`src/rtl/dma_chan.sv`:
```
module dma_chan #(
  parameter int CW = 24,
  parameter int AW = 20
) (
  input  logic          clk,
  input  logic          rst_n,
  input  logic          cfg_load,
  input  logic [31:0]   cfg_src,
  input  logic [31:0]   cfg_dst,
  input  logic [CW-1:0] cfg_count,
  input  logic          cfg_req_en,
  input  logic [1:0]    src_size,
  input  logic [1:0]    dst_size,
  input  logic          src_inc,
  input  logic          dst_inc,
  input  logic [3:0]    src_mod,
  input  logic [3:0]    dst_mod,
  input  logic          steal_mode,
  input  logic          auto_off,
  input  logic          irq_en,
  input  logic          sw_start,
  input  logic          per_req,
  input  logic          done_clr,
  output logic          bus_req,
  output logic          bus_we,
  output logic [AW-1:0] bus_addr,
  output logic [1:0]    bus_size,
  output logic [31:0]   bus_wdata,
  input  logic          bus_ready,
  input  logic [31:0]   bus_rdata,
  input  logic          bus_err,
  output logic          busy,
  output logic          done,
  output logic          pending,
  output logic          req_on,
  output logic          cfg_err,
  output logic          src_err,
  output logic          dst_err,
  output logic          irq,
  output logic [CW-1:0] bytes_left
);

  typedef enum logic [1:0] {S_IDLE, S_WAIT, S_RD, S_WR} st_t;

  function automatic logic [2:0] nbytes(input logic [1:0] c);
    case (c)
      2'b00:   return 3'd4;
      2'b01:   return 3'd1;
      2'b10:   return 3'd2;
      default: return 3'd0;
    endcase
  endfunction

  function automatic logic misal(input logic [1:0] a, input logic [2:0] b);
    case (b)
      3'd2:    return a[0];
      3'd4:    return |a;
      default: return 1'b0;
    endcase
  endfunction

  function automatic logic [31:0] bmask(input logic [2:0] b);
    case (b)
      3'd4:    return 32'hFFFF_FFFF;
      3'd2:    return 32'h0000_FFFF;
      3'd1:    return 32'h0000_00FF;
      default: return 32'h0;
    endcase
  endfunction

  function automatic logic [AW-1:0] wmask(input logic [3:0] md);
    if (md == 4'd0) return '1;
    return (AW'(1) << ({1'b0, md} + 5'd3)) - AW'(1);
  endfunction

  function automatic logic [AW-1:0] step(input logic [AW-1:0] a, input logic inc,
                                         input logic [2:0] b, input logic [3:0] md);
    logic [AW-1:0] s, m;
    s = a + AW'(b);
    m = wmask(md);
    if (!inc) return a;
    return (a & ~m) | (s & m);
  endfunction

  st_t           st;
  logic [AW-1:0] sa, da;
  logic [CW-1:0] cnt;
  logic [31:0]   hold;
  logic [2:0]    off;
  logic          range_bad, req_en_q, pend_q, done_q, cerr_q, serr_q, derr_q;

  wire [2:0] sb  = nbytes(src_size);
  wire [2:0] db  = nbytes(dst_size);
  wire [2:0] gb  = (sb > db) ? sb : db;
  wire       hs  = bus_req & bus_ready;
  wire       go  = sw_start | pend_q;
  wire       pset = per_req & req_en_q;
  wire       rd_last = (off + sb) == gb;
  wire       wr_last = (off + db) == gb;
  wire       bad = range_bad | (sb == 3'd0) | (db == 3'd0) |
                   misal(sa[1:0], sb) | misal(da[1:0], db) |
                   (cnt == '0) | misal(cnt[1:0], gb);
  wire [AW-1:0] smask = wmask(src_mod);

  assign bus_req    = (st == S_RD) | (st == S_WR);
  assign bus_we     = (st == S_WR);
  assign bus_addr   = bus_we ? da : sa;
  assign bus_size   = bus_we ? dst_size : src_size;
  assign bus_wdata  = (hold >> {off, 3'b000}) & bmask(db);
  assign busy       = (st != S_IDLE);
  assign done       = done_q;
  assign pending    = pend_q;
  assign req_on     = req_en_q;
  assign cfg_err    = cerr_q;
  assign src_err    = serr_q;
  assign dst_err    = derr_q;
  assign irq        = done_q & irq_en & ~(cerr_q | serr_q | derr_q);
  assign bytes_left = cnt;

  always_ff @(posedge clk) begin
    if (!rst_n) begin
      st <= S_IDLE;
      sa <= '0;
      da <= '0;
      cnt <= '0;
      hold <= '0;
      off <= '0;
      range_bad <= 1'b0;
      req_en_q <= 1'b0;
      pend_q <= 1'b0;
      done_q <= 1'b0;
      cerr_q <= 1'b0;
      serr_q <= 1'b0;
      derr_q <= 1'b0;
    end else begin
      if (done_clr) begin
        done_q <= 1'b0;
        cerr_q <= 1'b0;
        serr_q <= 1'b0;
        derr_q <= 1'b0;
      end
      if (pset) pend_q <= 1'b1;
      case (st)
        S_IDLE: begin
          if (cfg_load) begin
            sa <= cfg_src[AW-1:0];
            da <= cfg_dst[AW-1:0];
            cnt <= cfg_count;
            req_en_q <= cfg_req_en;
            range_bad <= (|cfg_src[31:AW]) | (|cfg_dst[31:AW]);
          end else if (go) begin
            if (bad) begin
              cerr_q <= 1'b1;
              done_q <= 1'b1;
              pend_q <= 1'b0;
            end else begin
              st <= S_RD;
              off <= '0;
              hold <= '0;
              pend_q <= pset;
            end
          end
        end
        S_WAIT: begin
          if (go) begin
            st <= S_RD;
            pend_q <= pset;
          end
        end
        S_RD: begin
          if (hs) begin
            if (bus_err) begin
              serr_q <= 1'b1;
              done_q <= 1'b1;
              pend_q <= 1'b0;
              st <= S_IDLE;
            end else begin
              hold <= hold | ((bus_rdata & bmask(sb)) << {off, 3'b000});
              sa <= step(sa, src_inc, sb, src_mod);
              if (rd_last) begin
                st <= S_WR;
                off <= '0;
              end else begin
                off <= off + sb;
              end
            end
          end
        end
        S_WR: begin
          if (hs) begin
            if (bus_err) begin
              derr_q <= 1'b1;
              done_q <= 1'b1;
              pend_q <= 1'b0;
              st <= S_IDLE;
            end else begin
              da <= step(da, dst_inc, db, dst_mod);
              cnt <= cnt - CW'(db);
              if (wr_last) begin
                off <= '0;
                hold <= '0;
                if (cnt == CW'(db)) begin
                  st <= S_IDLE;
                  done_q <= 1'b1;
                  pend_q <= 1'b0;
                  if (auto_off) req_en_q <= 1'b0;
                end else if (steal_mode) begin
                  st <= S_WAIT;
                end else begin
                  st <= S_RD;
                end
              end else begin
                off <= off + db;
              end
            end
          end
        end
        default: st <= S_IDLE;
      endcase
    end
  end

  AST_HOLD_UNTIL_READY: assert property (@(posedge clk) disable iff (!rst_n)
    (bus_req && !bus_ready) |=> (bus_req && $stable(bus_addr) && $stable(bus_we)));

  AST_COUNT_STEP: assert property (@(posedge clk) disable iff (!rst_n)
    (hs && bus_we && !bus_err) |=> (bytes_left == $past(bytes_left) - CW'($past(db))));

  AST_WRAP_WINDOW: assert property (@(posedge clk) disable iff (!rst_n)
    (hs && !bus_we && !bus_err && src_inc && src_mod != 4'd0)
      |=> (((sa ^ $past(sa)) & ~$past(smask)) == '0));

  AST_STEAL_RELEASE: assert property (@(posedge clk) disable iff (!rst_n)
    (hs && bus_we && !bus_err && steal_mode && wr_last && cnt != CW'(db))
      |=> (!bus_req && busy));

  AST_CFG_QUIET: assert property (@(posedge clk) disable iff (!rst_n)
    $rose(cfg_err) |-> (!bus_req && !busy && done));

  AST_SRC_STOP: assert property (@(posedge clk) disable iff (!rst_n)
    (hs && !bus_we && bus_err) |=> (!bus_req && src_err && done));

  AST_DST_STOP: assert property (@(posedge clk) disable iff (!rst_n)
    (hs && bus_we && bus_err) |=> (!bus_req && dst_err && done));

  AST_LOAD_BUSY: assert property (@(posedge clk) disable iff (!rst_n)
    (busy && !hs) |=> $stable(bytes_left));

endmodule

```
`config.mk`:
```
export PLATFORM = sky130hd
export DESIGN_NAME = dma_chan
export DESIGN_NICKNAME = d
export VERILOG_FILES = /design/src/rtl/dma_chan.sv
export SDC_FILE = /design/constraint.sdc
export NUM_CORES = 1
export LEC_CHECK = 0
export BUFFER_PORTS_ARGS = -buffer_cell sky130_fd_sc_hd__buf_4
export CORE_MARGIN = 2
export CORE_UTILIZATION = 40
export DETAILED_ROUTE_END_ITERATION = 10
export GPL_TIMING_DRIVEN = 0
export PLACE_DENSITY = 0.69
export SLEW_MARGIN = 20
export SYNTH_ARGS = -nofsm -noshare
export SYNTH_HDL_FRONTEND = slang
export SYNTH_SLANG_ARGS = --single-unit
```
`constraint.sdc`:
```
create_clock -name clk -period 9.48 [get_ports clk]
set_clock_uncertainty 0.1 [all_clocks]
set_input_delay 1.896 -clock clk [delete_from_list [all_inputs] [get_ports clk]]
set_output_delay 1.896 -clock clk [all_outputs]
set_load 0.02 [all_outputs]
```
---- Word level (Yosys, flattened, before mapping) ----
Cells that the tools add are included.
storage, ports and cells
  register bits after elaboration ......... 108
  word-level logic and storage cells ...... 248
cells by class
  equal/unequal tests ..................... 34
  muxes and demuxes ....................... 135
  add/subtract/negate cells ............... 9
  shifts and indexed selects .............. 4
  bitwise operators ....................... 27
  reductions and logical operators ........ 25
  $lt $le $gt $ge ......................... 1
operator list
  cell                                                                   number
  20-bit two-way mux                                                     21
  32-bit two-way mux                                                     12
  32-bit one-hot mux with 3 select lines                                 3
  20-bit AND                                                             4
  20-bit one-hot mux with 2 select lines                                 2
  24-bit two-way mux                                                     3
  32-bit AND                                                             2
  1-bit two-way mux                                                      60
  24-bit one-hot mux with 2 select lines                                 1
  20-bit by 3-bit adder with 20-bit output                               2
  20-bit NOT                                                             2
  20-bit bitwise OR                                                      2
  1-bit by 5-bit << shifter with 20-bit output (first input constant)    2
  20-bit by 2-bit subtractor with 20-bit output (second input constant)  2
  32-bit bitwise OR                                                      1
  32-bit by 6-bit << shifter with 32-bit output                          1
  32-bit by 6-bit >> shifter with 32-bit output                          1
  3-bit two-way mux                                                      10
  3-bit one-hot mux with 3 select lines                                  3
  2-bit two-way mux                                                      13
  24-bit by 3-bit == test with 1-bit output                              1
  24-bit logical NOT                                                     1
  12-bit OR reduction                                                    2
  24-bit by 3-bit subtractor with 24-bit output                          1
  other kinds (32)                                                       83

---- Depth between registers and ports, before layout ----
Gate-level depths: netlist (run 1).
  word-level depth ........................ 18
  gate-level depth with buffers ........... 13
  depth with buffers taken out ............ 11

---- Worst setup path after synthesis (run 1) ----
Ideal clock, no wire load.
  path kind ............................... in2out
  start ................................... in dst_size[0]
  end ..................................... out bus_wdata[0]
  slack ................................... 4414 ps
  path buffers ............................ 2
  data required time ...................... 7484 ps
  stages .................................. 4
  arrival time ............................ 3070 ps
  cell sequence ........................... buf_2 clkbuf_1 a21o_1 a211oi_1
on the way
  longest elaborated chain between the ends .. 5
  elaborated cells between the ends (all ways) .. 9
  classes of those cells .................. 5 x eq/ne; 2 x mux; 1 x bitwise; 1 x reduce/logical
RTL lines
  item                                                                    RTL line  source
  start: declaration                                                      13        input logic [1:0] dst_size,
  2-bit == test, or another cell as far along                             46        case (c)
  3-bit one-hot mux with 3 select lines *                                 46
  3-bit by 1-bit == test with 1-bit output, or another cell as far along  63        case (b)
  32-bit one-hot mux with 3 select lines *                                63
  32-bit AND *                                                            109       assign bus_wdata = (hold >> {off, 3'b000}) & bmask(db);
  end: declaration                                                        28        output logic [31:0] bus_wdata,
Mark *: on every way between the ends. The rest lies on a longest branch, timed or not.

---- Worst setup path in the final report (run 1) ----
  start ................................... in dst_size[1]
  end ..................................... out bus_wdata[26]
The elaborated chain is that of the path after synthesis.

==> impl_metrics.json, run 1 <==
{
  "cts_sinks": 108,
  "worstHoldStart": "hold[14]",
  "synth_common_cells": "157 x nor2_1, 137 x nand2_1, 124 x a21oi_1",
  "start_util": 0.412,
  "yosys.cell_types.count": 78,
  "vias_per_cell": 6.12,
  "yosys.area.top_type_share": 0.268,
  "yosys-top-cells-area": "dfxtp_1 27%, a21oi_1 7.7%, nor2_1 7.3%, nand2_1 6.4%, o21ai_0 4.7%",
  "yosysSeqAreaShare": 0.268,
  "hp-class": "register to register",
  "cts_buffers": 9,
  "hold_viol": 0,
  "slew_headroom": 0.339,
  "drtIter0Drc": 1017,
  "die_area_mm2": 0.0213,
  "die_y_um": 146,
  "die_w_um": 146,
  "hold_buffers": 0,
  "start_kind": "input pin",
  "final_core_util": 0.532,
  "cp_data_arrival_time_ns": 3.77,
  "antenna_cells": 0,
  "ys_seq_elements": 108,
  "antenna_found_initial": 0,
  "htreeDepth": 3,
  "dpl_cell_area_mm2": 0.0101,
  "hpwl_um": 26800,
  "critPathMaxFanout": 10,
  "multiInputGateArea_mm2": 0.00552,
  "synth_area_mm2": 0.00806,
  "cap_violations": 0,
  "wl_um": 34800,
  "rows": 51,
  "cp.required_ns": 7.48,
  "grt_remaining_overflow": 0,
  "end_kind": "primary output",
  "vdd_drop_max_mv": 0.0903,
  "fin_crit_sh": 0.609,
  "async_reset_ff_frac": 0,
  "worst_hold_slack_ns": 0.371,
  "setup_viol": 0,
  "ant_nets": 0,
  "clockBufferDepth": 2,
  "p_total_uw": 1230,
  "power.density_mw_per_mm2": 118,
  "synth_warnings": 0,
  "nets": 1558,
  "cts_tree": "built",
  "r2r_start": "off[1]",
  "tightest_slew_ns": 0.992,
  "grt_util_all_layers": 0.314,
  "routabilityCongestion": 0.962,
  "post_cts_resize_count": 0,
  "nFillCells": 1986,
  "clk_latency_ns": 0.37,
  "post-route-min-period_ns": 5.77,
  "syn-mean-instance-area_um2": 6.99,
  "synth_cells": 1154,
  "p_leak_uw": 0.00430,
  "setup-tns-final_ns": 0,
  "status": "complete, no violations",
  "grt_max_degree": 21,
  "fmax_ghz": 0.173,
  "portBuffers": 229,
  "core_area_mm2": 0.0196,
  "clk_pin_slew_ns": 0.09,
  "post_cts_buffers": 0,
  "criticalPathCategory": "input pin to primary output",
  "synth_ff_type": "dfxtp_1",
  "yosys.area.top_type": "dfxtp_1",
  "synth_enable_flop_cells": 0,
  "yosysMostFrequentCell": "nor2_1",
  "drtPass1Iterations": 6,
  "regArea_mm2": 0.00216,
  "crit_start": "dst_size[1]",
  "num_vias": 10200,
  "wire_per_inst_um": 20.9,
  "rsz0062_at_grt": "false",
  "drive_gt1_frac": 0.200,
  "ios": 234,
  "post-route-drc-count": 0,
  "grt_pass1_wl_um": 53000,
  "clockRootBuffer": "clkbuf_16",
  "final_cell_area_mm2": 0.0104,
  "drv_slew": 0,
  "area_growth_pct": 29.4,
  "first_global_vias": 9451
}
[where the power goes]
group	leakage [µW]	switching [µW]	internal [µW]
logic	0.00327	188	134
clock network	0.000147	211	187
registers	0.000886	34.3	478
total	0.00430	433	799
[path summary, 6_finish.rpt]
kind | end | slack [ns] | cells past startpoint
worst min register to register | hold[14] | 0.37 | 1
worst min-delay path | hold[14] | 0.37 | 1
worst max register to register | hold[24] | 4.86 | 11
worst max-delay path | bus_wdata[26] | 3.71 | 7
[logic make-up after synthesis]
kind of cell	synth area share
XOR/XNOR	0.0163
adder cells (fa/ha/maj)	0.0258
flip-flops	0.268
buffers and inverters	0.0498
other	0.000465
AND/OR/NAND/NOR	0.282
AO/OA/AOI/OAI	0.319
multiplexers	0.0386
[final cells by class]
type	count	share of cell area
inverters	19	0.00684
plain buffers	85	0.0317
well taps	265	0.0318
flip-flops and latches	108	0.207
clock buffers	9	0.0216
multi-input cells	945	0.529
repair buffers	229	0.165
clock inverters	7	0.00672
[per-layer routing]
layer	vias to the layer above	global-route usage	wire length, µm
met5	-	0	0
met4	0	0.130	1430
met3	91	0.0605	3350
met2	626	0.509	15900
met1	4744	0.410	14200
li1	4748	-	-
[stage by stage]
step | setup WS, ns | cells
after global routing | 3.65 | 1667
after CTS | 3.74 | 1667
after floorplan | 4.41 | 1157
after detailed placement | 3.74 | 1651
final | 3.71 | 1667
after global placement | 3.79 | 1651
[layout by cell type, fill, tap and decap left out, drive strengths merged, types with 8 or more instances in the layout]
cell / count
buf: 249
nor2: 157
nand2: 137
a21oi: 124
dfxtp: 108
o21ai: 77
clkbuf: 74
nor3: 41
a211oi: 28
nor2b: 26
nor4: 24
mux2i: 21
nand3: 21
inv: 21
a31oi: 19
a22oi: 16
a311oi: 15
ha: 15
and2: 14
o22ai: 13
a32oi: 13
o21a: 13
nand2b: 12
and3: 12
nand4: 12
mux2: 9
xnor2: 8
[worst max-delay path, cell delays in order]
cell and delay [ns]:
buf_4 0.12, buf_2 0.18, nor2_1 0.36, nand2_1 0.36, nor2_1 0.50, and2_1 0.21
buf_4 0.14
Power figures use the tool's default switching activity.
==> run 2, diff against run 1 <==
--- a/config.mk
+++ b/config.mk
@@ -5,12 +5,13 @@
 export SDC_FILE = /design/constraint.sdc
 export NUM_CORES = 1
 export LEC_CHECK = 0
+export ABC_AREA = 1
 export BUFFER_PORTS_ARGS = -buffer_cell sky130_fd_sc_hd__buf_4
 export CORE_MARGIN = 2
 export CORE_UTILIZATION = 40
 export DETAILED_ROUTE_END_ITERATION = 10
 export GPL_TIMING_DRIVEN = 0
-export PLACE_DENSITY = 0.69
+export PLACE_DENSITY = 0.68
 export SLEW_MARGIN = 20
 export SYNTH_ARGS = -nofsm -noshare
 export SYNTH_HDL_FRONTEND = slang
==> constraint.sdc (replaced) <==
create_clock -name clk -period 5.45 [get_ports clk]
set_clock_uncertainty 0.1 [all_clocks]
set_input_delay 1.09 -clock clk [delete_from_list [all_inputs] [get_ports clk]]
set_output_delay 1.09 -clock clk [all_outputs]
set_load 0.02 [all_outputs]
==> impl_metrics.json, run 2 <==
{
  "status": "complete, no violations",
  "wl_um": 39000,
  "routabilityCongestion": 1.00,
  "clockBufferDepth": 2,
  "hpwl_um": 31400,
  "post-route-min-period_ns": 4.47,
  "die_w_um": 156,
  "worst_slack_ns": 0.981,
  "yosys.cell_types.count": 48,
  "pre_cts_ws_ns": 1.47,
  "num_vias": 12000,
  "nFillCells": 2435,
  "hold_buffers": 0,
  "ys_seq_elements": 108,
  "nets": 1976,
  "synth_ff_type": "dfxtp_1",
  "yosys.area.top_type": "dfxtp_1",
  "synth_area_mm2": 0.00922,
  "r2r_start": "off[1]",
  "rsz0062_at_grt": "false",
  "layout_commonest_cell": "nand2_1",
  "finalNonFillerCells": 2105,
  "cts_sinks": 108,
  "setup-tns-final_ns": 0,
  "first_global_vias": 11200,
  "start_kind": "register",
  "grt_remaining_overflow": 0,
  "crit_start": "st[0]",
  "grt_max_degree": 20,
  "criticalPathCategory": "register to primary output",
  "path_cells": "buf_2 -> nand2_1 -> clkbuf_1 -> inv_2 -> buf_1 -> buf_1 -> o21ai_0 -> buf_4",
  "cap_violations": 0,
  "async_reset_ff_frac": 0,
  "post_cts_resize_count": 0,
  "fmax_ghz": 0.224,
  "drtIter0Drc": 1148,
  "end_kind": "primary output",
  "vias_per_cell": 5.70,
  "rows": 55,
  "yosys.area.top_type_share": 0.235,
  "hp-class": "register to register",
  "vdd_drop_max_mv": 0.157,
  "yosys-top-cells-area": "dfxtp_1 23%, nand2_1 15%, a21oi_1 9.5%, o21ai_0 7.8%, nor2_1 6.5%",
  "synth_enable_flop_cells": 0,
  "drv_slew": 0,
  "clk_latency_ns": 0.37,
  "portBuffers": 231,
  "cts_buffers": 9,
  "max_stage_delay_ns": 0.63,
  "clockRootBuffer": "clkbuf_16",
  "power.density_mw_per_mm2": 273,
  "antenna_found_initial": 0,
  "hold_viol": 0,
  "worstHoldStart": "hold[26]",
  "yosysSeqAreaShare": 0.235,
  "syn-mean-instance-area_um2": 5.87,
  "tightest_slew_ns": 0.946,
  "cp.required_ns": 4.26,
  "synth_common_cells": "369 x nand2_1, 175 x a21oi_1, 159 x nor2_1",
  "drive_gt1_frac": 0.165,
  "clk_pin_slew_ns": 0.09,
  "start_util": 0.407,
  "ios": 234,
  "drtPass1Iterations": 5,
  "fin_crit_sh": 0.820,
  "crit_slowest_cell": "buf_1",
  "core_area_mm2": 0.0226,
  "antenna_cells": 0,
  "critPathBufInv": 6,
  "slew_headroom": 0.369,
  "placed_cells": 2089,
  "die_y_um": 156,
  "synth_cells": 1570,
  "critPathMaxFanout": 10,
  "yosysMostFrequentCell": "nand2_1",
  "worst_hold_slack_ns": 0.362,
  "htreeDepth": 3,
  "cts_tree": "built",
  "grt_pass1_wl_um": 60000,
  "final_cell_mix": "369 x nand2_1, 242 x buf_4, 175 x a21oi_1",
  "cp_data_arrival_time_ns": 3.28,
  "cp_top_family": "buffers and inverters",
  "ant_nets": 0,
  "area_growth_pct": 25.9,
  "p_leak_uw": 0.00501,
  "post-route-drc-count": 0,
  "wire_per_inst_um": 18.5,
  "grt_util_all_layers": 0.313,
  "cp_common_cell": "buf_1",
  "die_area_mm2": 0.0243,
  "synth_warnings": 0,
  "setup_viol": 0,
  "post_cts_buffers": 0
}
## run 2: worst min-delay path: stages, from the launching register on
cell	delay (ns)
dfxtp_1	0.31
nand2_1	0.06
a21oi_1	0.05
## run 2: routing by layer
metal | up-vias | share of wire | GRT usage
li1 | 5815 | - | -
met1 | 5535 | 0.43 | 0.426
met2 | 566 | 0.45 | 0.507
met3 | 81 | 0.085 | 0.0475
met4 | 0 | 0.030 | 0.106
met5 | - | 0 | 0
## run 2: final cells by class
cell class | instances | area (µm²) | share of cell area
buffer | 82 | 363 | 0.0313
clock buffer | 9 | 225 | 0.0194
clock inverter | 7 | 56.3 | 0.00485
inverter | 148 | 556 | 0.0479
multi-input combinational | 1235 | 6150 | 0.530
sequential | 108 | 2160 | 0.186
tap | 285 | 357 | 0.0307
timing repair buffer | 231 | 1730 | 0.149
## run 2: path summary, 6_finish.rpt
| check | to | slack [ns] | depth (start not counted) |
|---|---|---|---|
| hold reg to reg | hold[26] | 0.36 | 2 |
| setup / recovery | bus_addr[2] | 0.98 | 8 |
| hold / removal | hold[26] | 0.36 | 2 |
| setup reg to reg | hold[14] | 2.20 | 16 |
## run 2: power by group
| group | total [µW] | internal, µW | switching, µW |
|---|---|---|---|
| Sequential | 1050 | 900 | 152 |
| Combinational | 1440 | 502 | 934 |
| Clock | 675 | 318 | 356 |
| Total | 3160 | 1720 | 1440 |
## run 2: kinds of logic (layout without fill, tap and decap cells)
| kind of cell | after synthesis | count (layout) | share of synthesized area |
|---|---|---|---|
| other | 1 | 4 | 0.000407 |
| and+or+nand+nor | 760 | 760 | 0.356 |
| buffers and inverters | 230 | 477 | 0.0996 |
| AOI/OAI and AO/OA | 423 | 423 | 0.258 |
| xor gates and xnor gates | 33 | 33 | 0.0314 |
| adders and majority gates | 15 | 15 | 0.0204 |
| DFF | 108 | 108 | 0.235 |
## run 2: per-stage QoR
step	utilization	instance area, µm²	power [µW]
finish	0.512	11600	3160
detailed placement	0.500	11300	2480
global route	0.512	11600	3350
global placement	0.500	11300	2460
floorplan	-	9230	1920
CTS	0.512	11600	3130
==> run 3, diff against run 2 <==
==> constraint.sdc (replaced) <==
create_clock -name clk -period 4.2 [get_ports clk]
set_clock_uncertainty 0.1 [all_clocks]
set_input_delay 0.84 -clock clk [delete_from_list [all_inputs] [get_ports clk]]
set_output_delay 0.84 -clock clk [all_outputs]
set_load 0.02 [all_outputs]
==> impl_metrics.json, run 3 (synthesized netlist as in run 2, its figures left out) <==
{
  "first_global_vias": 11200,
  "die_w_um": 156,
  "grt_remaining_overflow": 0,
  "worstHoldEndpoint": "hold[26]",
  "p_clk_frac": 0.213,
  "routabilityCongestion": 1.00,
  "nets": 1976,
  "hold_viol": 0,
  "r2r_end": "hold[14]",
  "clockRootBuffer": "clkbuf_16",
  "r2r_start": "off[1]",
  "intPower_uw": 2230,
  "clockBufferDepth": 2,
  "cts_sinks": 108,
  "power.density_mw_per_mm2": 354,
  "vdd_drop_max_mv": 0.203,
  "reg2reg_depth": 16,
  "wire_per_inst_um": 18.5,
  "drtIter0Drc": 1144,
  "grt_max_degree": 20,
  "post-route-drc-count": 0,
  "ios": 234,
  "fin_crit_sh": 0.930,
  "htreeDepth": 3,
  "p_sw_uw": 1870,
  "setup-tns-final_ns": 0,
  "cts_tree": "built",
  "cts_buffers": 9,
  "cap_violations": 0,
  "hold_path_depth": 2,
  "wl_um": 39000,
  "clk_pin_slew_ns": 0.09,
  "r2r_slack_ns": 0.94,
  "drv_slew": 0,
  "post-route-min-period_ns": 3.90,
  "fmax_ghz": 0.256,
  "start_kind": "register",
  "hold_buffers": 0,
  "rows": 55,
  "end_kind": "primary output",
  "crit_slowest_cell": "buf_1",
  "grt_pass1_wl_um": 60000,
  "drive_gt1_frac": 0.165,
  "antenna_cells": 0,
  "worst_hold_slack_ns": 0.363,
  "start_util": 0.407,
  "die_y_um": 156,
  "p_sw_frac": 0.456,
  "drtPass1Iterations": 5,
  "area_growth_pct": 25.9,
  "setup_viol": 0,
  "p_leak_uw": 0.00501,
  "final_cell_mix": "369 x nand2_1, 242 x buf_4, 175 x a21oi_1",
  "cp_data_arrival_time_ns": 2.96,
  "status": "complete, no violations",
  "hpwl_um": 31400,
  "grt_util_all_layers": 0.313,
  "slew_headroom": 0.348,
  "critPathMaxFanout": 10,
  "pwr-share-seq": 0.333,
  "rsz0062_at_grt": "false",
  "criticalPathCategory": "register to primary output",
  "layout_commonest_cell": "nand2_1",
  "hp-class": "register to register",
  "die_area_mm2": 0.0243,
  "pwr-share-comb": 0.455,
  "antenna_found_initial": 0,
  "worstHoldStart": "hold[26]",
  "vias_per_cell": 5.68,
  "max_stage_delay_ns": 0.47,
  "path_cells": "buf_2 -> nand2_1 -> clkbuf_1 -> inv_2 -> buf_1 -> clkbuf_2 -> nand2_1 -> o21ai_0 -> buf_4",
  "portBuffers": 231,
  "tightest_slew_ns": 0.978,
  "num_vias": 12000,
  "core_area_mm2": 0.0226,
  "clk_latency_ns": 0.37,
  "ant_nets": 0,
  "cp_common_cell": "nand2_1",
  "cp.required_ns": 3.26
}
## run 3: changes by cell type in the layout (fill, tap and decap cells not counted), sizes merged
| cell | previous run | this run |
|---|---|---|
| buf | 261 | 260 |
| clkbuf | 61 | 62 |
## run 3: layout make-up
type	instances	area (µm²)
multi-input cells	1235	6150
flip-flops and latches	108	2160
plain buffers	82	364
fillers	2436	11000
inverters	148	556
clock inverters	7	56.3
well taps	285	357
repair buffers	231	1730
clock buffers	9	225
## run 3: metal layers
layer | track usage | vias to the layer above | routed length, µm
li1 | - | 5818 | -
met1 | 0.426 | 5483 | 16900
met2 | 0.507 | 584 | 17500
met3 | 0.0475 | 79 | 3330
met4 | 0.106 | 0 | 1210
met5 | 0 | - | 0
## run 3: worst max-delay path, delay by kind of cell (launching register included)
kind            cells  cell delay [ns]
flops               1             0.31
compound gates      1             0.18
buf+inv             6             1.82
simple gates        2             0.27
## run 3: worst max-delay path by stage
| stage | start | end | slack (ns) |
|---|---|---|---|
| 2_1_floorplan | dst_size[0] | bytes_left[22] | 1.18 |
| 3_3_place_gp | st[0] | bus_addr[2] | 0.47 |
| 3_5_place_dp | st[0] | bus_addr[3] | 0.47 |
| 4_1_cts | st[0] | bus_addr[2] | 0.04 |
| 5_1_grt | st[0] | bus_addr[2] | 0.08 |
| 6_report | st[0] | bus_addr[2] | 0.30 |
## run 3: metrics by stage
stage | util | worst slack [ns] | instance area, µm² | std cells | total power, µW
3_3_place_gp | 0.500 | 0.468 | 11300 | 2089 | 3200
6_report | 0.512 | 0.296 | 11600 | 2105 | 4100
3_5_place_dp | 0.500 | 0.470 | 11300 | 2089 | 3210
2_1_floorplan | - | 1.18 | 9230 | 1573 | 2500
4_1_cts | 0.512 | 0.0416 | 11600 | 2105 | 4070
5_1_grt | 0.512 | 0.0813 | 11600 | 2105 | 4340
## run 3: what timing repair did
item / in CTS / in global routing
setup endpoints to repair: 0 / 3
buffers inserted: 0 / 0
resized for setup: 0 / 1
## run 3: power groups by stage
| stage | Sequential [µW] | Combinational (µW) | Clock [µW] |
|---|---|---|---|
| after floorplan | 1370 | 1130 | 0 |
| after global placement | 1380 | 1820 | 0 |
| after detailed placement | 1380 | 1830 | 0 |
| after CTS | 1360 | 1840 | 871 |
| after global routing | 1390 | 2050 | 910 |
| final | 1360 | 1870 | 872 |
